<file path="src/rtl/pinirq_pkg.sv">
package pinirq_pkg;
  localparam int unsigned ADDR_W = 12;

  localparam logic [ADDR_W-1:0] A_STATUS = 12'h040;
  localparam logic [ADDR_W-1:0] A_ENABLE = 12'h050;
  localparam logic [ADDR_W-1:0] A_SENSE  = 12'h060;
  localparam logic [ADDR_W-1:0] A_ACK    = 12'h070;
  localparam logic [ADDR_W-1:0] A_MASKED = 12'h800;

  typedef enum logic [2:0] {
    WR_NONE,
    WR_STAT,
    WR_STAT_M,
    WR_ENAB,
    WR_ENAB_M,
    WR_SENSE,
    WR_SENSE_M,
    WR_ACK
  } wr_kind_e;
endpackage

</file>
<file path="src/rtl/pinirq_detect.sv">
module pinirq_detect #(
  parameter int unsigned NPIN = 8
) (
  input  logic [NPIN-1:0]   pin,
  input  logic [NPIN-1:0]   pin_prev,
  input  logic [3*NPIN-1:0] sense,
  output logic [NPIN-1:0]   hit
);
  for (genvar n = 0; n < NPIN; n++) begin : g_lane
    logic pol, edge_sel, any_edge, rise, fall;
    assign pol      = sense[n];
    assign edge_sel = sense[NPIN + n];
    assign any_edge = sense[2*NPIN + n];
    assign rise     = pin[n] & ~pin_prev[n];
    assign fall     = ~pin[n] & pin_prev[n];

    always_comb begin
      if (edge_sel) begin
        if (any_edge) hit[n] = rise | fall;
        else          hit[n] = pol ? rise : fall;
      end else begin
        hit[n] = pol ? pin[n] : ~pin[n];
      end
    end
  end
endmodule

</file>
<file path="src/rtl/pinirq_wr_path.sv">
module pinirq_wr_path
  import pinirq_pkg::*;
#(
  parameter int unsigned NPIN   = 8,
  parameter int unsigned DATA_W = 32
) (
  input  logic              we,
  input  logic [ADDR_W-1:0] addr,
  input  logic [DATA_W-1:0] wdata,
  input  logic [NPIN-1:0]   stat_q,
  input  logic [NPIN-1:0]   enab_q,
  input  logic [3*NPIN-1:0] sense_q,
  output logic [NPIN-1:0]   stat_sw,
  output logic [NPIN-1:0]   enab_d,
  output logic              enab_en,
  output logic [3*NPIN-1:0] sense_d,
  output logic              sense_en
);
  localparam int unsigned LANES = 3;

  wr_kind_e kind;
  logic [NPIN-1:0]   lo_val, lo_sel, ty_sel;
  logic [3*NPIN-1:0] ty_val, sense_merged;

  assign lo_val = wdata[NPIN-1:0];
  assign lo_sel = wdata[2*NPIN-1:NPIN];
  assign ty_val = wdata[3*NPIN-1:0];
  assign ty_sel = wdata[4*NPIN-1:3*NPIN];

  always_comb begin
    kind = WR_NONE;
    if (we) begin
      unique case (addr)
        A_STATUS:            kind = WR_STAT;
        A_STATUS | A_MASKED: kind = WR_STAT_M;
        A_ENABLE:            kind = WR_ENAB;
        A_ENABLE | A_MASKED: kind = WR_ENAB_M;
        A_SENSE:             kind = WR_SENSE;
        A_SENSE | A_MASKED:  kind = WR_SENSE_M;
        A_ACK:               kind = WR_ACK;
        default:             kind = WR_NONE;
      endcase
    end
  end

  for (genvar l = 0; l < LANES; l++) begin : g_lane_merge
    assign sense_merged[l*NPIN +: NPIN] =
      (sense_q[l*NPIN +: NPIN] & ~ty_sel) | (ty_val[l*NPIN +: NPIN] & ty_sel);
  end

  always_comb begin
    stat_sw  = stat_q;
    enab_d   = enab_q;
    enab_en  = 1'b0;
    sense_d  = sense_q;
    sense_en = 1'b0;
    case (kind)
      WR_STAT:    stat_sw = lo_val;
      WR_STAT_M:  stat_sw = (stat_q & ~lo_sel) | (lo_val & lo_sel);
      WR_ACK:     stat_sw = stat_q & ~lo_val;
      WR_ENAB:    begin enab_d = lo_val; enab_en = 1'b1; end
      WR_ENAB_M:  begin enab_d = (enab_q & ~lo_sel) | (lo_val & lo_sel); enab_en = 1'b1; end
      WR_SENSE:   begin sense_d = ty_val; sense_en = 1'b1; end
      WR_SENSE_M: begin sense_d = sense_merged; sense_en = 1'b1; end
      default:    ;
    endcase
  end
endmodule

</file>
<file path="src/rtl/pinirq_rd_mux.sv">
module pinirq_rd_mux
  import pinirq_pkg::*;
#(
  parameter int unsigned NPIN   = 8,
  parameter int unsigned DATA_W = 32
) (
  input  logic [ADDR_W-1:0] addr,
  input  logic [NPIN-1:0]   stat_q,
  input  logic [NPIN-1:0]   enab_q,
  input  logic [3*NPIN-1:0] sense_q,
  output logic [DATA_W-1:0] rdata
);
  always_comb begin
    rdata = '0;
    case (addr)
      A_STATUS: rdata[NPIN-1:0]   = stat_q;
      A_ENABLE: rdata[NPIN-1:0]   = enab_q;
      A_SENSE:  rdata[3*NPIN-1:0] = sense_q;
      default:  rdata = '0;
    endcase
  end
endmodule

</file>
<file path="src/rtl/pinirq_port_unit.sv">
module pinirq_port_unit
  import pinirq_pkg::*;
#(
  parameter int unsigned NPIN   = 8,
  parameter int unsigned DATA_W = 32
) (
  input  logic              clk,
  input  logic              rst_n,
  input  logic [NPIN-1:0]   pin_in,
  input  logic              reg_we,
  input  logic [ADDR_W-1:0] reg_addr,
  input  logic [DATA_W-1:0] reg_wdata,
  output logic [DATA_W-1:0] reg_rdata,
  output logic              irq
);
  logic [1:0]        rst_pipe;
  logic              rst_sync_n;
  logic [NPIN-1:0]   stat_q, stat_d, stat_sw, enab_q, enab_d, prev_q, hit;
  logic [3*NPIN-1:0] sense_q, sense_d;
  logic              enab_en, sense_en;

  // reset asserts asynchronously, leaves on the clock
  always_ff @(posedge clk or negedge rst_n) begin
    if (!rst_n) rst_pipe <= '0;
    else        rst_pipe <= {rst_pipe[0], 1'b1};
  end
  assign rst_sync_n = rst_pipe[1];

  pinirq_wr_path #(.NPIN(NPIN), .DATA_W(DATA_W)) u_wr (
    .we(reg_we), .addr(reg_addr), .wdata(reg_wdata),
    .stat_q(stat_q), .enab_q(enab_q), .sense_q(sense_q),
    .stat_sw(stat_sw), .enab_d(enab_d), .enab_en(enab_en),
    .sense_d(sense_d), .sense_en(sense_en)
  );

  pinirq_detect #(.NPIN(NPIN)) u_det (
    .pin(pin_in), .pin_prev(prev_q), .sense(sense_q), .hit(hit)
  );

  pinirq_rd_mux #(.NPIN(NPIN), .DATA_W(DATA_W)) u_rd (
    .addr(reg_addr), .stat_q(stat_q), .enab_q(enab_q), .sense_q(sense_q),
    .rdata(reg_rdata)
  );

  // hardware set has priority over any software change of status
  always_comb stat_d = stat_sw | hit;

  always_ff @(posedge clk or negedge rst_sync_n) begin
    if (!rst_sync_n) begin
      stat_q  <= '0;
      enab_q  <= '0;
      sense_q <= '0;
      prev_q  <= '0;
    end else begin
      stat_q <= stat_d;
      prev_q <= pin_in;
      if (enab_en)  enab_q  <= enab_d;
      if (sense_en) sense_q <= sense_d;
    end
  end

  assign irq = |(stat_q & enab_q);
endmodule

</file>
<file path="config.mk">
export PLATFORM = sky130hd
export DESIGN_NAME = pinirq_port_unit
export DESIGN_NICKNAME = d
export VERILOG_FILES = /design/src/rtl/pinirq_pkg.sv /design/src/rtl/pinirq_detect.sv /design/src/rtl/pinirq_wr_path.sv /design/src/rtl/pinirq_rd_mux.sv /design/src/rtl/pinirq_port_unit.sv
export SDC_FILE = /design/constraint.sdc
export NUM_CORES = 1
export LEC_CHECK = 0
export BUFFER_PORTS_ARGS = -buffer_cell sky130_fd_sc_hd__buf_4
export CELL_PAD_IN_SITES_DETAIL_PLACEMENT = 2
export CELL_PAD_IN_SITES_GLOBAL_PLACEMENT = 2
export CORE_MARGIN = 4
export CORE_UTILIZATION = 35
export DETAILED_ROUTE_END_ITERATION = 8
export GPL_ROUTABILITY_DRIVEN = 0
export PLACE_DENSITY_LB_ADDON = 0.1
export SLEW_MARGIN = 30
export SYNTH_ARGS = -nofsm -noshare
export SYNTH_HDL_FRONTEND = slang
export SYNTH_SLANG_ARGS = --single-unit
</file>
<file path="constraint.sdc">
create_clock -name clk -period 3.9 [get_ports clk]
set_clock_uncertainty 0.15 [all_clocks]
set_input_delay 0.78 -clock clk [delete_from_list [all_inputs] [get_ports clk]]
set_output_delay 0.78 -clock clk [all_outputs]
set_load 0.01 [all_outputs]
</file>
Word-level counts from Yosys, hierarchy flattened
Index checks and enable logic that the tools add are counted.

storage, ports and cells
  flip-flop bits (word level) = 50
  output and inout bits = 33
  logic and storage cells = 127

cells by class
  equality and inequality tests = 14
  muxes and demuxes = 41
  bitwise gates (word level) = 60
  reduce and logical (&&, ||, !) cells = 7

operators by type and width
  kind                    count
  $and A8 B8 Y8           11
  $eq A12 B7 Y1 const B   4
  $or A8 B8 Y8            6
  $pmux W24 S2            1
  $pmux W8 S3             2
  $eq A12 B12 Y1 const B  3
  $mux W1                 34
  $not A8 Y8              3
  $pmux W3 S7             1
  $and A1 B1 Y1           16
  $mux W16                1
  $not A1 Y1              16
  $pmux W8 S2             1
  $eq A3 B3 Y1 const B    4
  $or A1 B1 Y1            8
  $reduce_or A8 Y1        1
  $eq A3 B2 Y1 const B    2
  $reduce_and A2 Y1       2
  $reduce_bool A2 Y1      2
  $reduce_or A2 Y1        2
  $eq A3 B1 Y1 const B    1
  $mux W3                 1

Logic depth before layout (Yosys ltp)
Gate-level depths: netlist (run 1).

  depth after elaboration = 7
  gate-level depth with buffers = 6

Hierarchy
Synthesis (run 1) repeated with hierarchy kept, for this count alone.

second synthesis, totals
  cell total of the unflattened synthesis = 351
  area, all modules = 3854.9 um^2

by module, submodules not included
  module            times used  cells an instance  area an instance (um^2)  seq. area each (um^2)
  pinirq_port_unit  1           100                1833.0                   1251.2
  pinirq_wr_path    1           111                920.9                    0.0
  pinirq_detect     1           72                 620.6                    0.0
  pinirq_rd_mux     1           68                 480.5                    0.0

Least setup slack after synthesis (run 1)
No wires, ideal clock.

  kind = input to output
  start = in reg_addr[9]
  end = out reg_rdata[13]
  arrival = 2.328 ns
  setup slack = 0.642 ns
  stages = 5
  path through = nor4b_1 > nand4_2 > nor3b_2 > clkbuf_1 > and2_1

between the ends
  longest elaborated chain between the ends = 2

ends and longest elaborated chain
  what           RTL line                text
  from (decl)    pinirq_port_unit.sv:11  input logic [ADDR_W-1:0] reg_addr,
  $eq A12 B7 Y1  pinirq_rd_mux.sv:15     case (addr)
  $mux W16       pinirq_rd_mux.sv:15
  to (decl)      pinirq_port_unit.sv:13  output logic [DATA_W-1:0] reg_rdata,

Every way passes these cells.

Worst setup path after layout (run 1)
  start = in reg_addr[1]
  end = out reg_rdata[12]

Same word-level chain as after synthesis.

==> results of run 1 <==
-- power by group through the flow --
stage	combinational, mW	clock, mW	sequential (mW)
final	0.155	0.306	0.549
after detailed placement	0.156	0	0.560
after global placement	0.149	0	0.559
after global routing	0.175	0.342	0.553
after CTS	0.157	0.319	0.550
after floorplan	0.0747	0	0.557
-- placed cells by master (no fill, tap or decap), drive strengths merged, types with 8 or more instances in the layout --
cell type / count
ha: 16
mux2i: 16
nand2: 17
mux2: 40
nand2b: 8
inv: 18
xor2: 8
o211ai: 8
a21oi: 16
nor2: 16
dfrtp: 50
o21ai: 25
nor3: 8
conb: 9
or4: 9
and2: 16
buf: 88
o2bb2ai: 8
-- per-layer routing --
layer	vias to the layer above	wire length, microns	share of wire
li1	1298	-	-
met1	1409	4350	0.43
met2	68	5270	0.52
met3	9	421	0.041
met4	0	120	0.012
met5	-	0	0
-- layout make-up --
class / instances / share of cell area
Multi-Input combinational cell: 243 / 0.462
Timing Repair Buffer: 88 / 0.161
Tap cell: 111 / 0.0339
Clock buffer: 7 / 0.0186
Clock inverter: 1 / 0.00183
Inverter: 18 / 0.0165
Sequential cell: 50 / 0.306
-- cells by family after synthesis --
family          after synthesis  synth area share
mux                          56             0.187
simple gates                 93             0.178
other cells                   2           0.00230
compound gates               61             0.121
fa+ha+maj                    16            0.0612
flops                        50             0.382
buf+inv                      33            0.0474
xor+xnor                      8            0.0214
-- worst max-delay path: stages --
cell and delay, ns:
buf_4 0.11, nor4_1 0.59, nand4_2 0.20, nor3b_2 0.24, buf_4 0.20, and2_1 0.16, buf_4 0.12
-- worst max path at each step --
stage / from / end / slack (ns) / depth (start not counted)
6_report: reg_addr[1] / reg_rdata[12] / 0.58 / 7
5_1_grt: reg_addr[1] / reg_rdata[14] / 0.45 / 7
4_1_cts: reg_addr[1] / reg_rdata[12] / 0.58 / 7
3_5_place_dp: reg_addr[1] / reg_rdata[12] / 0.59 / 7
3_3_place_gp: reg_addr[1] / reg_rdata[21] / 0.64 / 7
2_1_floorplan: reg_addr[9] / reg_rdata[13] / 0.64 / 5
==> flow_metrics.env, run 1 <==
export IMPL_status="complete, no violations"
export IMPL_arrival_ns=2.39
export IMPL_post_cts_buffers=0
export IMPL_worst_slack_ns=0.576
export IMPL_totalWireLength_microns=10200
export IMPL_yosys_top_cells_area="dfrtp_1 (38%), mux2_2 (11%), ha_1 (6.1%)"
export IMPL_slew_headroom=0.459
export IMPL_grt_pass1_wl_microns=16800
export IMPL_synth_area_leader_cell="dfrtp_1"
export IMPL_finalCritPeriodShare=0.852
export IMPL_cts_tree="yes"
export IMPL_yosysWarnings=0
export IMPL_synth_cells=319
export IMPL_grt_use_met1=0.240
export IMPL_die_w_microns=105
export IMPL_finalSetupViolCount=0
export IMPL_cts_hold_buf=0
export IMPL_ys_async_sr_fraction=1.00
export IMPL_drt_initial_drc_count=49
export IMPL_clk_latency_ns=0.30
export IMPL_synth_distinct_cells=40
export IMPL_power_mw=1.01
export IMPL_post_synth_top_area_fraction=0.382
export IMPL_irDropWorstVdd_v=0.000116
export IMPL_regToRegStartpoint="prev_q[1]$_DFF_PN0_"
export IMPL_synth_flop_cell="dfrtp_1"
export IMPL_cp_start_kind="input port"
export IMPL_whs_ns=0.0862
export IMPL_p_sw_frac=0.274
export IMPL_maxSlewViolCount=0
export IMPL_r2r_end="stat_q[1]$_DFF_PN0_"
export IMPL_tightest_slew_ns=0.806
export IMPL_die_area_sq_um=11000
export IMPL_synth_most_common_cell="dfrtp_1"
export IMPL_cap_violations=0
export IMPL_final_cells=518
export IMPL_dpl_cell_count=510
export IMPL_pre_cts_ws_ns=0.594
export IMPL_area_growth_pct=25.2
export IMPL_cts_htree_levels=2
export IMPL_grt_ovfl_total=0
export IMPL_leakage_nw=2.01
export IMPL_port_buffers=79
export IMPL_grt_setup_unrepaired="no"
export IMPL_antennaDiodeCount=0
export IMPL_cts_buffers_inserted=5
export IMPL_fin_area_sq_um=4100
export IMPL_wl_per_cell_microns=19.6
export IMPL_drive_gt1_frac=0.356
export IMPL_p_int_uw=733
export IMPL_worstSetupPathType="in2out"
export IMPL_cts_sinks=50
export IMPL_first_global_vias=3150
export IMPL_grt_busiest_layer="met2"
export IMPL_yosys_top_cells_count="dfrtp_1 (50), mux2_2 (31), inv_1 (18)"
export IMPL_r2r_setup_slack_ns=2.01
export IMPL_power_per_cell_area_nw_per_um2=246
export IMPL_drc=0
export IMPL_synth_seq_cells=50
export IMPL_vias_per_cell=5.37
export IMPL_grt_use_met2=0.342
export IMPL_seq_power_share=0.544
export IMPL_grt_max_degree=26
export IMPL_initial_core_util=0.357
export IMPL_crit_fanout=8
export IMPL_timing_fmax_mhz=301
export IMPL_seq_area_sq_um=1250
export IMPL_ys_seq_area_frac=0.382
export IMPL_firstDrtPassIters=4
export IMPL_rows=35
export IMPL_grt_usage=0.192
export IMPL_syn_area_sq_um=3270
export IMPL_fp_dieH_microns=105
export IMPL_root_buffer="clkbuf_8"
export IMPL_tns_ns=0
export IMPL_reg2regPathDepth=6
export IMPL_fill_cells=1012
export IMPL_p_sw_uw=277
export IMPL_ctsResizeCount=0
export IMPL_groute_layer_met3_usage=0.0395
export IMPL_p_clk_frac=0.303
export IMPL_place_area_sq_um=4010
export IMPL_ant_nets=0
export IMPL_fin_util=0.447
export IMPL_antenna_found_initial=0
export IMPL_synth_edf_count=0
export IMPL_fin_nets=477
export IMPL_clockBufferDepth=2
export IMPL_multi_input_area_sq_um=1890
export IMPL_cp_required_ns=2.97
export IMPL_coreArea_sq_um=9150
export IMPL_path_clk_slew_ns=0.09
export IMPL_end_kind="primary output"
export IMPL_io_pins=88
export IMPL_pwr_share_comb=0.153
export IMPL_syn_area_per_cell_sq_um=10.3
export IMPL_hold_viol=0
export IMPL_min_period_ns=3.32
export IMPL_hp_class="in2async"
export IMPL_hpwl_microns=7610
export IMPL_num_vias=2784
(Power assumes the default switching activity.)
==> inputs of run 2 (changes only) <==
Settings changed: ABC_AREA set to 1, CORE_UTILIZATION 35 to 31, CTS_CLUSTER_DIAMETER set to 40.
==> run 2 against run 1 <==
Effect of this change:
- critical path depth rose by 2
- largest cell class unchanged
- highest routed layer unchanged
- power rose by 11%
- sequential cell count did not move
- sequential share of layout area fell by 2.4 points
- largest power group unchanged
- area after synthesis rose by 10%
- global-route usage barely moved
==> flow_metrics.env, run 2 <==
export IMPL_port_buffers=79
export IMPL_grt_max_degree=38
export IMPL_cp_start_kind="input port"
export IMPL_final_common_cell="nand2_1"
export IMPL_cts_buffers_inserted=5
export IMPL_ys_async_sr_fraction=1.00
export IMPL_syn_area_sq_um=3610
export IMPL_pwr_share_comb=0.105
export IMPL_yosys_top_cells_count="nand2_1 (154), inv_1 (95), dfrtp_1 (50)"
export IMPL_root_buffer="clkbuf_16"
export IMPL_slew_headroom=0.614
export IMPL_crit_top_cell="buf_4"
export IMPL_firstDrtPassIters=4
export IMPL_end_kind="primary output"
export IMPL_area_growth_pct=23.3
export IMPL_r2r_end="stat_q[1]$_DFF_PN0_"
export IMPL_critical_path_top_delay_family="simple AND/OR/NAND/NOR gates"
export IMPL_cpPeakStageDelay_ns=0.30
export IMPL_synth_area_leader_cell="dfrtp_1"
export IMPL_drc=0
export IMPL_cts_tree="yes"
export IMPL_p_sw_uw=283
export IMPL_regToRegStartpoint="prev_q[1]$_DFF_PN0_"
export IMPL_tns_ns=0
export IMPL_place_area_sq_um=4300
export IMPL_seq_area_sq_um=1250
export IMPL_coreArea_sq_um=11400
export IMPL_syn_area_per_cell_sq_um=6.89
export IMPL_vias_per_cell=4.91
export IMPL_fin_area_sq_um=4450
export IMPL_antennaDiodeCount=0
export IMPL_io_pins=88
export IMPL_ys_seq_area_frac=0.347
export IMPL_yosys_top_cells_area="dfrtp_1 (35%), nand2_1 (16%), inv_1 (9.9%)"
export IMPL_synth_cells=524
export IMPL_path_cells="buf_4 > nor2_2 > nand2_2 > nor2_8 > nand2_4 > inv_1 > nand2_1 > o221ai_1 > buf_4"
export IMPL_first_global_vias=3930
export IMPL_grt_pass1_wl_microns=20100
export IMPL_slowest_stage="inv_1"
export IMPL_clockBufferDepth=2
export IMPL_seq_power_share=0.478
export IMPL_timing_fmax_mhz=328
export IMPL_hold_viol=0
export IMPL_die_area_sq_um=13400
export IMPL_yosysWarnings=0
export IMPL_ctsResizeCount=0
export IMPL_post_synth_top_area_fraction=0.347
export IMPL_p_int_uw=840
export IMPL_irDropWorstVdd_v=0.000157
export IMPL_hpwl_microns=9390
export IMPL_drive_gt1_frac=0.195
export IMPL_clk_latency_ns=0.29
export IMPL_leakage_nw=2.45
export IMPL_min_period_ns=3.05
export IMPL_finalCritPeriodShare=0.783
export IMPL_rows=39
export IMPL_wl_per_cell_microns=16.5
export IMPL_path_clk_slew_ns=0.07
export IMPL_multi_input_area_sq_um=1890
export IMPL_grt_setup_unrepaired="no"
export IMPL_mostFrequentLayoutCells="nand2_1 (154), inv_1 (95), buf_4 (81), dfrtp_1 (49), nand3_1 (48)"
export IMPL_whs_ns=0.103
export IMPL_cap_violations=0
export IMPL_totalWireLength_microns=12400
export IMPL_drt_initial_drc_count=138
export IMPL_worst_path_buf_inv=3
export IMPL_num_vias=3669
export IMPL_worstSetupPathType="in2out"
export IMPL_synth_edf_count=0
export IMPL_initial_core_util=0.316
export IMPL_tightest_slew_ns=0.577
export IMPL_synth_flop_cell="dfrtp_1"
export IMPL_crit_fanout=9
export IMPL_hp_class="in2async"
export IMPL_p_clk_frac=0.418
export IMPL_cts_htree_levels=2
export IMPL_cts_hold_buf=0
export IMPL_cts_sinks=50
export IMPL_finalSetupViolCount=0
export IMPL_p_sw_frac=0.252
export IMPL_r2r_setup_slack_ns=2.36
export IMPL_status="complete, no violations"
export IMPL_cp_required_ns=2.97
export IMPL_ant_nets=0
export IMPL_fill_cells=1418
export IMPL_path_depth=9
export IMPL_synth_seq_cells=50
export IMPL_die_w_microns=116
export IMPL_power_per_cell_area_nw_per_um2=252
export IMPL_arrival_ns=2.12
export IMPL_crit_start="reg_addr[3]"
export IMPL_maxSlewViolCount=0
export IMPL_fp_dieH_microns=116
export IMPL_grt_usage=0.192
export IMPL_post_cts_buffers=0
export IMPL_reg2regPathDepth=6
export IMPL_synth_distinct_cells=29
export IMPL_fin_util=0.390
export IMPL_fin_nets=675
export IMPL_antenna_found_initial=0
export IMPL_synth_most_common_cell="nand2_1"
export IMPL_grt_ovfl_total=0
run 2: cell count changes in the layout (fill, tap and decap cells not counted), moves of 9 or more:
cell     delta
and2_1     -16
inv_1      +77
mux2_1      -9
mux2_2     -31
mux2i_1    -15
nand2_1   +137
nand2_2     +9
nand3_1    +47
nor2_1     +23
o21ai_0    +16
run 2: cells by family (layout without fill, tap and decap cells):
kind of cell	after synthesis	in the layout	share of synthesized area
flops	50	50	0.347
buf+inv	113	187	0.137
mux	1	1	0.00277
xor+xnor	1	1	0.00243
other cells	2	9	0.00208
compound gates	63	63	0.0977
fa+ha+maj	16	16	0.0555
simple gates	278	278	0.356
run 2: how the worst max path moves through the flow:
stage                          to  slack (ns)
finish               reg_rdata[6]        0.85
global route         reg_rdata[3]        0.70
CTS                  reg_rdata[6]        0.81
detailed placement      flip-flop        0.79
global placement     reg_rdata[6]        0.88
floorplan           reg_rdata[13]        1.35
run 2: per-layer routing:
| layer | part of all wire | wire (microns) | GRT usage | up-vias |
|---|---|---|---|---|
| li1 | - | - | - | 1788 |
| met1 | 0.42 | 5140 | 0.239 | 1793 |
| met2 | 0.52 | 6450 | 0.352 | 78 |
| met3 | 0.047 | 575 | 0.0256 | 10 |
| met4 | 0.016 | 194 | 0.0464 | 0 |
| met5 | 0 | 0 | 0 | - |
run 2: layout make-up:
type | count | share of cell area
inverters | 98 | 0.0827
well taps | 143 | 0.0402
clock buffers | 7 | 0.0320
clock inverters | 1 | 0.00197
multi-input cells | 368 | 0.425
flip-flops and latches | 50 | 0.282
repair buffers | 81 | 0.137
run 2: stage by stage:
| stage | instances | setup slack, ns | power (mW) |
|---|---|---|---|
| 2_1_floorplan | 531 | 1.35 | 0.599 |
| 3_3_place_gp | 740 | 0.876 | 0.659 |
| 3_5_place_dp | 740 | 0.787 | 0.667 |
| 4_1_cts | 748 | 0.810 | 1.15 |
| 5_1_grt | 748 | 0.697 | 1.19 |
| 6_report | 748 | 0.848 | 1.12 |
run 2: power by group through the flow:
| stage | Clock [mW] | Combinational (mW) | Sequential [mW] |
|---|---|---|---|
| after floorplan | 0 | 0.0542 | 0.545 |
| after global placement | 0 | 0.112 | 0.547 |
| after detailed placement | 0 | 0.119 | 0.547 |
| after CTS | 0.489 | 0.120 | 0.537 |
| after global routing | 0.514 | 0.136 | 0.539 |
| final | 0.469 | 0.118 | 0.536 |
==> inputs of run 3 (changes only) <==
Settings changed: ABC_AREA 1 to 0, CORE_UTILIZATION 31 to 33.
Clock period 3.9 ns to 2.9 ns, I/O delays scaled along.
==> run 3 against run 2 <==
Effect of this change:
- count of clock-buffer cells in the layout decreased by 1
- register-to-register slack worse by 1.3 ns
- worst hold slack got worse by 0.061 ns
- first-iteration DRC count down 44%
- sequential share of layout area up 1.3 points
- combinational power rose by 86%
- sequential power up 38%
- routed wire length is 17% lower
- sequential cell count unchanged
- largest power group unchanged
==> flow_metrics.env, run 3 (synthesis gave the netlist of run 1 again) <==
export IMPL_timing_fmax_mhz=367
export IMPL_tns_ns=0
export IMPL_grt_pass1_wl_microns=16900
export IMPL_cts_htree_levels=2
export IMPL_finalSetupViolCount=0
export IMPL_regToRegStartpoint="prev_q[0]$_DFF_PN0_"
export IMPL_drt_initial_drc_count=77
export IMPL_maxSlewViolCount=0
export IMPL_drc=0
export IMPL_firstDrtPassIters=4
export IMPL_grt_ovfl_total=0
export IMPL_clk_latency_ns=0.31
export IMPL_totalWireLength_microns=10200
export IMPL_cp_required_ns=2.17
export IMPL_hold_viol=0
export IMPL_area_growth_pct=29.8
export IMPL_io_pins=88
export IMPL_first_global_vias=3144
export IMPL_mostFrequentLayoutCells="buf_4 (101), dfrtp_1 (49), mux2_2 (31), inv_1 (18), nand2_1 (17)"
export IMPL_antenna_found_initial=0
export IMPL_port_buffers=79
export IMPL_end_kind="primary output"
export IMPL_die_area_sq_um=11600
export IMPL_seq_power_share=0.526
export IMPL_hp_class="reg2async"
export IMPL_seq_area_sq_um=1250
export IMPL_crit_fanout=8
export IMPL_coreArea_sq_um=9730
export IMPL_ant_nets=0
export IMPL_arrival_ns=1.99
export IMPL_reg2regPathDepth=6
export IMPL_finalCritPeriodShare=0.939
export IMPL_r2r_end="stat_q[0]$_DFF_PN0_"
export IMPL_p_sw_frac=0.276
export IMPL_irDropWorstVdd_v=0.000184
export IMPL_grt_max_degree=19
export IMPL_pwr_share_comb=0.157
export IMPL_r2r_setup_slack_ns=1.01
export IMPL_path_clk_slew_ns=0.10
export IMPL_fill_cells=1110
export IMPL_fin_nets=491
export IMPL_final_common_cell="buf_4"
export IMPL_p_sw_uw=386
export IMPL_drive_gt1_frac=0.382
export IMPL_grt_usage=0.187
export IMPL_fin_util=0.437
export IMPL_p_int_mw=1.01
export IMPL_root_buffer="clkbuf_8"
export IMPL_cp_start_kind="input port"
export IMPL_hpwl_microns=7950
export IMPL_min_period_ns=2.72
export IMPL_multi_input_area_sq_um=1900
export IMPL_clockBufferDepth=2
export IMPL_post_cts_buffers=0
export IMPL_num_vias=2810
export IMPL_power_per_cell_area_nw_per_um2=330
export IMPL_initial_core_util=0.336
export IMPL_rows=36
export IMPL_grt_setup_unrepaired="no"
export IMPL_wl_per_cell_microns=18.5
export IMPL_antennaDiodeCount=0
export IMPL_cts_tree="yes"
export IMPL_cts_buffers_inserted=5
export IMPL_cts_sinks=50
export IMPL_die_w_microns=108
export IMPL_worstSetupPathType="in2out"
export IMPL_p_clk_frac=0.317
export IMPL_whs_ns=0.0428
export IMPL_vias_per_cell=5.07
export IMPL_cap_violations=0
export IMPL_fp_dieH_microns=108
export IMPL_leakage_nw=2.09
export IMPL_status="complete, no violations"
[run 3: cell count changes in the layout (fill, tap and decap cells not counted), sizes merged, moves of 16 or more]
| cell | previous run | this run |
|---|---|---|
| and2 | 0 | 16 |
| buf | 81 | 101 |
| inv | 98 | 18 |
| mux2 | 0 | 40 |
| nand2 | 167 | 17 |
| nand3 | 52 | 1 |
| nor2 | 47 | 16 |
[run 3: cell type report]
class	instances	share of cell area
multi-input combinational	243	0.447
sequential	50	0.295
timing repair buffer	102	0.181
tap	133	0.0392
clock buffer	6	0.0194
inverter	18	0.0159
clock inverter	2	0.00295
[run 3: worst max-delay path, cell delays in order]
cell	delay [ns]
buf_4	0.12
nor4b_2	0.29
buf_4	0.18
nand4_2	0.13
nor3b_2	0.24
buf_4	0.20
and2_1	0.14
buf_4	0.12
[run 3: power by group through the flow]
stage                     Combinational, mW  Sequential (mW)  Clock [mW]
after floorplan                       0.100            0.749           0
after global placement                0.211            0.750           0
after detailed placement              0.220            0.751           0
after CTS                             0.223            0.737       0.465
after global routing                  0.248            0.741       0.492
final                                 0.220            0.737       0.444
[run 3: worst max path at each step]
stage	startpoint	end	slack, ns	depth (start not counted)
2_1_floorplan	reg_addr[9]	reg_rdata[13]	0.04	5
3_3_place_gp	reg_addr[9]	reg_rdata[22]	0.11	8
3_5_place_dp	reg_addr[9]	reg_rdata[15]	0.08	8
4_1_cts	reg_addr[9]	reg_rdata[15]	0.06	8
5_1_grt	reg_addr[1]	reg_rdata[13]	0.009	8
6_report	reg_addr[9]	reg_rdata[15]	0.18	8
[run 3: through the flow]
step                setup WS, ns  power, mW  cell area [sq um]  cells
floorplan                 0.0421      0.849               3300    326
global placement           0.114      0.961               4140    545
detailed placement        0.0814      0.972               4140    545
CTS                       0.0573       1.43               4240    554
global route             0.00857       1.48               4250    554
finish                     0.177       1.40               4250    554
[run 3: metal layers]
| metal | track usage | up-vias | wire length (microns) |
|---|---|---|---|
| met5 | 0 | - | 0 |
| met4 | 0.0415 | 0 | 110 |
| met3 | 0.0348 | 7 | 451 |
| met2 | 0.318 | 60 | 5030 |
| met1 | 0.247 | 1418 | 4650 |
| li1 | - | 1325 | - |
[run 3: timing repair]
item	CTS	global route
endpoints found under the hold margin	2	0
resized for setup	0	1
endpoints found under the setup margin	0	4
hold buffers	1	0
